$ cat src/rtl/ll_pkg.sv
package ll_pkg;
  localparam int XLEN = 64;
  localparam logic [4:0] EXC_ADDR_LOAD = 5'd4;

  typedef enum logic [1:0] {
    ST_IDLE  = 2'd0,
    ST_ISSUE = 2'd1,
    ST_WAIT  = 2'd2
  } ll_state_e;

  // Alignment test on the three low address bits for the chosen operand size.
  function automatic logic is_misaligned(input logic [2:0] low_bits, input logic dword);
    if (dword) return (low_bits != 3'b000);
    return (low_bits[1:0] != 2'b00);
  endfunction

  // Word results are sign-extended; doubleword results pass through.
  function automatic logic [XLEN-1:0] extend_result(input logic [XLEN-1:0] raw, input logic dword);
    if (dword) return raw;
    return {{(XLEN-32){raw[31]}}, raw[31:0]};
  endfunction
endpackage

$ cat src/rtl/ll_align_check.sv
module ll_align_check (
  input  logic [2:0] low_bits,
  input  logic       dword,
  output logic       misaligned
);
  import ll_pkg::*;
  assign misaligned = is_misaligned(low_bits, dword);
endmodule

$ cat src/rtl/ll_ctrl.sv
module ll_ctrl #(
  parameter int VA_W = 32,
  parameter int PA_W = 36
) (
  input  logic            clk,
  input  logic            rst,
  input  logic            req_valid,
  input  logic [VA_W-1:0] req_vaddr,
  input  logic [PA_W-1:0] req_paddr,
  input  logic            req_dword,
  input  logic            misaligned,
  input  logic            mem_rd_ready,
  input  logic            mem_rsp_valid,
  output logic            req_ready,
  output logic            mem_rd_valid,
  output logic [PA_W-1:0] mem_rd_addr,
  output logic            mem_rd_dword,
  output logic            fault_evt,
  output logic            rsp_evt,
  output logic            exc_valid,
  output logic [4:0]      exc_code,
  output logic [VA_W-1:0] held_vaddr
);
  import ll_pkg::*;

  ll_state_e state;
  logic      accept_evt;
  logic      start_evt;

  assign req_ready    = (state == ST_IDLE) && !exc_valid;
  assign accept_evt   = req_valid && req_ready;
  assign fault_evt    = accept_evt && misaligned;
  assign start_evt    = accept_evt && !misaligned;
  assign rsp_evt      = (state == ST_WAIT) && mem_rsp_valid;
  assign mem_rd_valid = (state == ST_ISSUE);
  assign exc_code     = EXC_ADDR_LOAD;

  always_ff @(posedge clk) begin
    if (rst) begin
      state        <= ST_IDLE;
      exc_valid    <= 1'b0;
      mem_rd_addr  <= '0;
      mem_rd_dword <= 1'b0;
      held_vaddr   <= '0;
    end else begin
      exc_valid <= fault_evt;
      case (state)
        ST_IDLE: if (start_evt) begin
          state        <= ST_ISSUE;
          mem_rd_addr  <= req_paddr;
          mem_rd_dword <= req_dword;
          held_vaddr   <= req_vaddr;
        end
        ST_ISSUE: if (mem_rd_ready) state <= ST_WAIT;
        ST_WAIT:  if (mem_rsp_valid) state <= ST_IDLE;
        default:  state <= ST_IDLE;
      endcase
    end
  end

  // the exception is a single-cycle pulse and is never paired with a result
  assert_exc_pulse_R3: assert property (@(posedge clk) disable iff (rst)
    exc_valid |=> !exc_valid);
  // a fault accepted in a cycle raises the exception in the next
  assert_fault_raises_R1: assert property (@(posedge clk) disable iff (rst)
    fault_evt |=> exc_valid);
  // a faulting request never starts a memory read
  assert_fault_no_read_R4: assert property (@(posedge clk) disable iff (rst)
    fault_evt |=> !mem_rd_valid);
  // a pending read holds its address and size until accepted
  assert_read_hold_R7: assert property (@(posedge clk) disable iff (rst)
    (mem_rd_valid && !mem_rd_ready) |=> (mem_rd_valid && $stable(mem_rd_addr) && $stable(mem_rd_dword)));
endmodule

$ cat src/rtl/ll_link_regs.sv
module ll_link_regs #(
  parameter int VA_W = 32,
  parameter int PA_W = 36
) (
  input  logic                    clk,
  input  logic                    rst,
  input  logic                    fault_evt,
  input  logic                    debug_mode,
  input  logic [VA_W-1:0]         req_vaddr,
  input  logic                    rsp_evt,
  input  logic [VA_W-1:0]         held_vaddr,
  input  logic [PA_W-1:0]         held_paddr,
  input  logic                    held_dword,
  input  logic [ll_pkg::XLEN-1:0] rsp_data,
  output logic [VA_W-1:0]         bad_vaddr,
  output logic [PA_W-1:0]         link_paddr,
  output logic [VA_W-1:0]         link_vaddr,
  output logic [ll_pkg::XLEN-1:0] link_value,
  output logic                    res_valid,
  output logic                    res_dword
);
  import ll_pkg::*;

  logic            bad_capture;
  logic [XLEN-1:0] ext_value;

  assign bad_capture = fault_evt && !debug_mode;
  assign ext_value   = extend_result(rsp_data, held_dword);

  always_ff @(posedge clk) begin
    if (rst) begin
      bad_vaddr  <= '0;
      link_paddr <= '0;
      link_vaddr <= '0;
      link_value <= '0;
      res_valid  <= 1'b0;
      res_dword  <= 1'b0;
    end else begin
      res_valid <= rsp_evt;
      if (bad_capture) bad_vaddr <= req_vaddr;
      if (rsp_evt) begin
        link_paddr <= held_paddr;
        link_vaddr <= held_vaddr;
        link_value <= ext_value;
        res_dword  <= held_dword;
      end
    end
  end

  // debug mode suppresses the bad-address update
  assert_debug_keeps_bad_R6: assert property (@(posedge clk) disable iff (rst)
    (fault_evt && debug_mode) |=> $stable(bad_vaddr));
  // link state changes only after a returned response
  assert_link_only_on_rsp_R8: assert property (@(posedge clk) disable iff (rst)
    !rsp_evt |=> ($stable(link_paddr) && $stable(link_vaddr) && $stable(link_value)));
  // a word result has a sign-filled upper half
  assert_word_sign_R9: assert property (@(posedge clk) disable iff (rst)
    (res_valid && !res_dword) |-> (link_value[XLEN-1:32] == {(XLEN-32){link_value[31]}}));
endmodule

$ cat src/rtl/ll_link_unit.sv
module ll_link_unit #(
  parameter int VA_W = 32,
  parameter int PA_W = 36
) (
  input  logic                    clk,
  input  logic                    rst,
  input  logic                    req_valid,
  output logic                    req_ready,
  input  logic [VA_W-1:0]         req_vaddr,
  input  logic [PA_W-1:0]         req_paddr,
  input  logic                    req_dword,
  input  logic                    debug_mode,
  output logic                    mem_rd_valid,
  input  logic                    mem_rd_ready,
  output logic [PA_W-1:0]         mem_rd_addr,
  output logic                    mem_rd_dword,
  input  logic                    mem_rsp_valid,
  input  logic [ll_pkg::XLEN-1:0] mem_rsp_data,
  output logic                    res_valid,
  output logic [ll_pkg::XLEN-1:0] res_data,
  output logic                    exc_valid,
  output logic [4:0]              exc_code,
  output logic [VA_W-1:0]         bad_vaddr,
  output logic [PA_W-1:0]         link_paddr,
  output logic [VA_W-1:0]         link_vaddr,
  output logic [ll_pkg::XLEN-1:0] link_value
);
  logic            misaligned;
  logic            fault_evt;
  logic            rsp_evt;
  logic            res_dword;
  logic [VA_W-1:0] held_vaddr;

  ll_align_check u_align (
    .low_bits   (req_vaddr[2:0]),
    .dword      (req_dword),
    .misaligned (misaligned)
  );

  ll_ctrl #(.VA_W(VA_W), .PA_W(PA_W)) u_ctrl (
    .clk           (clk),
    .rst           (rst),
    .req_valid     (req_valid),
    .req_vaddr     (req_vaddr),
    .req_paddr     (req_paddr),
    .req_dword     (req_dword),
    .misaligned    (misaligned),
    .mem_rd_ready  (mem_rd_ready),
    .mem_rsp_valid (mem_rsp_valid),
    .req_ready     (req_ready),
    .mem_rd_valid  (mem_rd_valid),
    .mem_rd_addr   (mem_rd_addr),
    .mem_rd_dword  (mem_rd_dword),
    .fault_evt     (fault_evt),
    .rsp_evt       (rsp_evt),
    .exc_valid     (exc_valid),
    .exc_code      (exc_code),
    .held_vaddr    (held_vaddr)
  );

  ll_link_regs #(.VA_W(VA_W), .PA_W(PA_W)) u_regs (
    .clk        (clk),
    .rst        (rst),
    .fault_evt  (fault_evt),
    .debug_mode (debug_mode),
    .req_vaddr  (req_vaddr),
    .rsp_evt    (rsp_evt),
    .held_vaddr (held_vaddr),
    .held_paddr (mem_rd_addr),
    .held_dword (mem_rd_dword),
    .rsp_data   (mem_rsp_data),
    .bad_vaddr  (bad_vaddr),
    .link_paddr (link_paddr),
    .link_vaddr (link_vaddr),
    .link_value (link_value),
    .res_valid  (res_valid),
    .res_dword  (res_dword)
  );

  assign res_data = link_value;

  // no result is presented while the exception is raised
  assert_exc_excludes_res_R3: assert property (@(posedge clk) disable iff (rst)
    exc_valid |-> !res_valid);
  // a fault outside debug mode captures the faulting address
  assert_bad_capture_R5: assert property (@(posedge clk) disable iff (rst)
    (req_valid && req_ready && misaligned && !debug_mode) |=> (bad_vaddr == $past(req_vaddr)));
endmodule

$ cat config.mk
export PLATFORM = sky130hd
export DESIGN_NAME = ll_link_unit
export DESIGN_NICKNAME = d
export VERILOG_FILES = /design/src/rtl/ll_pkg.sv /design/src/rtl/ll_align_check.sv /design/src/rtl/ll_ctrl.sv /design/src/rtl/ll_link_regs.sv /design/src/rtl/ll_link_unit.sv
export SDC_FILE = /design/constraint.sdc
export NUM_CORES = 1
export LEC_CHECK = 0
export CAP_MARGIN = 20
export CORE_AREA = 2 2 160 162
export DETAILED_ROUTE_END_ITERATION = 8
export DIE_AREA = 0 0 162 164
export PLACE_DENSITY = 0.76
export SLEW_MARGIN = 15
export SYNTH_ARGS = -nofsm -noshare
export SYNTH_HDL_FRONTEND = slang
export SYNTH_SLANG_ARGS = --single-unit
export TNS_END_PERCENT = 100
$ cat constraint.sdc
create_clock -name clk -period 2.2 [get_ports clk]
set_input_delay 0.44 -clock clk [delete_from_list [all_inputs] [get_ports clk]]
set_output_delay 0.44 -clock clk [all_outputs]
set_load 0.05 [all_outputs]
==> run_results.csv <==
group,metric,value,unit
setup_path,critical_path.top_delay_family,"buffers and inverters",
setup_path,critPathCaptureType,"output pin",
routing,route.antenna.remaining_nets,0,
power_and_ir_drop,p_leak,5.786,nW
routing,drtIter0Drc,869,
placed_design,gp_congestion,0.8377,
setup_path,start_kind,"flip-flop",
yosys,ys_types,27,
clocking,clockRootBuffer,"clkbuf_16",
sta,hold_viol_final,0,
global_route,grt_pass1_vias,8463,
yosys,synth_edf_count,0,
sta,fin_worst_skew,8.949,ps
worst_hold_path,whs_path_depth,2,
sta,max_slew.worst_pin.slew,604.1,ps
yosys,synth_cells,1135,
yosys,yosysTopAreaCell,"dfxtp_1",
power_and_ir_drop,ir_drop,0.5878,mV
global_route,overflow,0,
clocking,htree_num_levels,1,
routing,wire_per_inst,18.24,um
placed_design,port_buffers,407,
die,die_area,26570,um^2
setup_path,r2r_end,"u_regs.bad_vaddr[11]",
power_and_ir_drop,p_total,10.22,mW
cells_and_area,area_growth,51.92,%
clocking,cts_sinks,237,
yosys,synthTopCellsByArea,"dfxtp_1 50%, a21oi_1 11%, nand2_1 7.9%, buf_4 5.5%, o31ai_2 4.0%",
sta,fmax,460.6,MHz
yosys,ys_async_sr_fraction,0,%
yosys,ys_ff_latch,237,
routing,routed_via_density,5.202,
cells_and_area,instances_no_fill,1766,
yosys,avgSynthCellArea,8.365,um^2
global_route,grt_pass1_wl,47960,um
die,core-area,24820,um^2
routing,route.vias.total,9186,
yosys,yosysWarnings,0,
routing,post-route-drc-count,0,
run,cap_violations,0,
sta,slew_violations,0,
global_route,antenna_found_initial,5,
sta,slew-limit-headroom,59.88,%
clocking,cts_setup_buffers,0,
yosys,synth_top_area_share,49.97,%
setup_path,r2r-start,"u_ctrl.state[1]",
worst_hold_path,min_from,"rst",
yosys,syn_area,9494,um^2
sta,fin_crit_sh,98.69,%
sta,post-route-min-period,2171,ps
global_route,grt_max_degree,81,
worst_hold_path,hold_end,"u_regs.link_value[29]",
setup_path,cpPeakStageDelay,830,ps
die,die_w,162,um
setup_path,regToRegSetupSlack,500,ps
clocking,cts_buffer_depth,3,
yosys,synth.most_common_cell,"dfxtp_1",
sta,setup-violations-final,0,
setup_path,cp.arrival,1730,ps
yosys,dominantRegCellSynth,"dfxtp_1",
placed_design,dp_hpwl,21560,um
yosys,synth_seq_area_share,49.97,%
worst_hold_path,hold_path_class,"primary input to flip-flop",
run_status,status,"complete, no violations",
clocking,cts_buffers,26,
yosys,synth_commonest_cells,"237 x dfxtp_1, 201 x nand2_1, 200 x a21oi_1",
clocking,clk_latency,520,ps
cells_and_area,nets,1554,
clocking,cts_tree,"built",
die,dieHeight,164,um
die,fp-row-count,58,
routing,first_pass_iters,5,
clocking,ctsHoldBuffers,0,
setup_path,reg2reg_depth,4,
clocking,clk_pin_slew_worst_paths,60,ps
cells_and_area,final_layout_size_suffix_gt1_share,8.095,%
routing,wirelength,32220,um
die,start_util,38.25,%
placed_design,placedCellCount,1717,
power_and_ir_drop,power_density,708.2,nW/um^2
setup_path,critical_path_class,"flip-flop to output pin",
setup_path,cp.required,1760,ps
setup_path,worstPathCellList,"clkdlybuf4s50_1",
setup_path,crit_slowest_cell,"clkdlybuf4s50_1",
global_route,grtUsageTotal,22.38,%
setup_path,cp_max_fo,2,
setup_path,critical_path_buf_inv_count,1,
die,io_pins,413,
[layer usage]
layer  part of all wire [%]  vias to the layer above  GRT usage, %
met1                     40                     4340         27.96
met3                    7.9                       64         5.429
met4                    3.6                        4         9.413
met2                     49                      381         37.02
li1                       -                     4397             -
met5                  0.099                        -             0
[per-stage QoR]
| stage | util (%) | instance area (um^2) | setup slack, ps | hold slack [ps] | setup TNS (ps) |
|---|---|---|---|---|---|
| finish | 58.12 | 14420 | 28.76 | 237.4 | 0 |
| global route | 58.12 | 14420 | -6.344 | 225.3 | -7.249 |
| CTS | 57.51 | 14270 | 0.9968 | 219.5 | 0 |
| detailed placement | 53.93 | 13380 | 28.26 | 439.4 | 0 |
| global placement | 53.93 | 13380 | 88.95 | 433.4 | 0 |
| floorplan | - | 9505 | 161.9 | 427.1 | 0 |
[cell usage in the layout, fill, tap and decap left out, drive strengths merged, types with 4 or more instances in the layout]
cell and count:
dlygate4sd2 26, nor3 34, dfxtp 237, nand2 201, a21oi 200, nand4b 30
o21ai 67, a211oi 33, o31ai 32, clkinv 5, bufinv 4, dlymetal6s2s 57
nor2 36, clkbuf 36, clkdlybuf4s50 312, conb 5, nand3 67, buf 37
[cells by family (layout without fill, tap and decap cells)]
group,count (synthesis),after routing,synth area share (%)
AOI/OAI and AO/OA,334,334,20.97
other,2,8,0.07910
buffers and inverters,183,478,10.60
and+or+nand+nor,379,379,18.38
DFF,237,237,49.97
[final cells by class]
type                       instances  area, um^2
fill                            2206       10400
sequential                       237        4745
timing repair buffer             432        4556
multi-input combinational        718        3781
clock buffer                      36       769.5
tap                              330       412.9
clock inverter                    10       152.6
antenna                            3       7.507
[sequential cells by signal, summed over array words and instances, names as in the netlist]
name and cells:
u_regs.link_vaddr 32, u_regs.link_value 64, u_regs.link_paddr 36, u_regs.res_valid 1, u_regs.bad_vaddr 32, u_ctrl.state 2, u_ctrl.exc_valid 1, u_ctrl.held_vaddr 32
u_ctrl.mem_rd_dword 1, u_ctrl.mem_rd_addr 36
[where the power goes]
part | internal (mW) | switching, mW
combinational | 0.461 | 0.684
clock | 2.90 | 1.76
sequential | 4.36 | 0.0540
[worst max-delay path by stage]
| stage | startpoint | depth (start not counted) | slack [ps] | endpoint |
|---|---|---|---|---|
| 2_1_floorplan | u_ctrl.exc_valid | 1 | 160 | req_ready |
| 6_report | u_regs.bad_vaddr[22] | 1 | 30 | bad_vaddr[22] |
| 3_3_place_gp | req_valid | 5 | 90 | u_regs.bad_vaddr[27] |
| 3_5_place_dp | req_valid | 5 | 30 | u_regs.bad_vaddr[11] |
| 5_1_grt | u_regs.link_value[8] | 1 | -6 | link_value[8] |
| 4_1_cts | u_regs.link_value[9] | 1 | 1 | link_value[9] |
[what timing repair did]
| action | CTS | global route |
|---|---|---|
| pin swaps | 0 | 0 |
| endpoints found under the setup margin | 28 | 60 |
| resized for setup | 26 | 57 |
(Power assumes the default switching activity.)
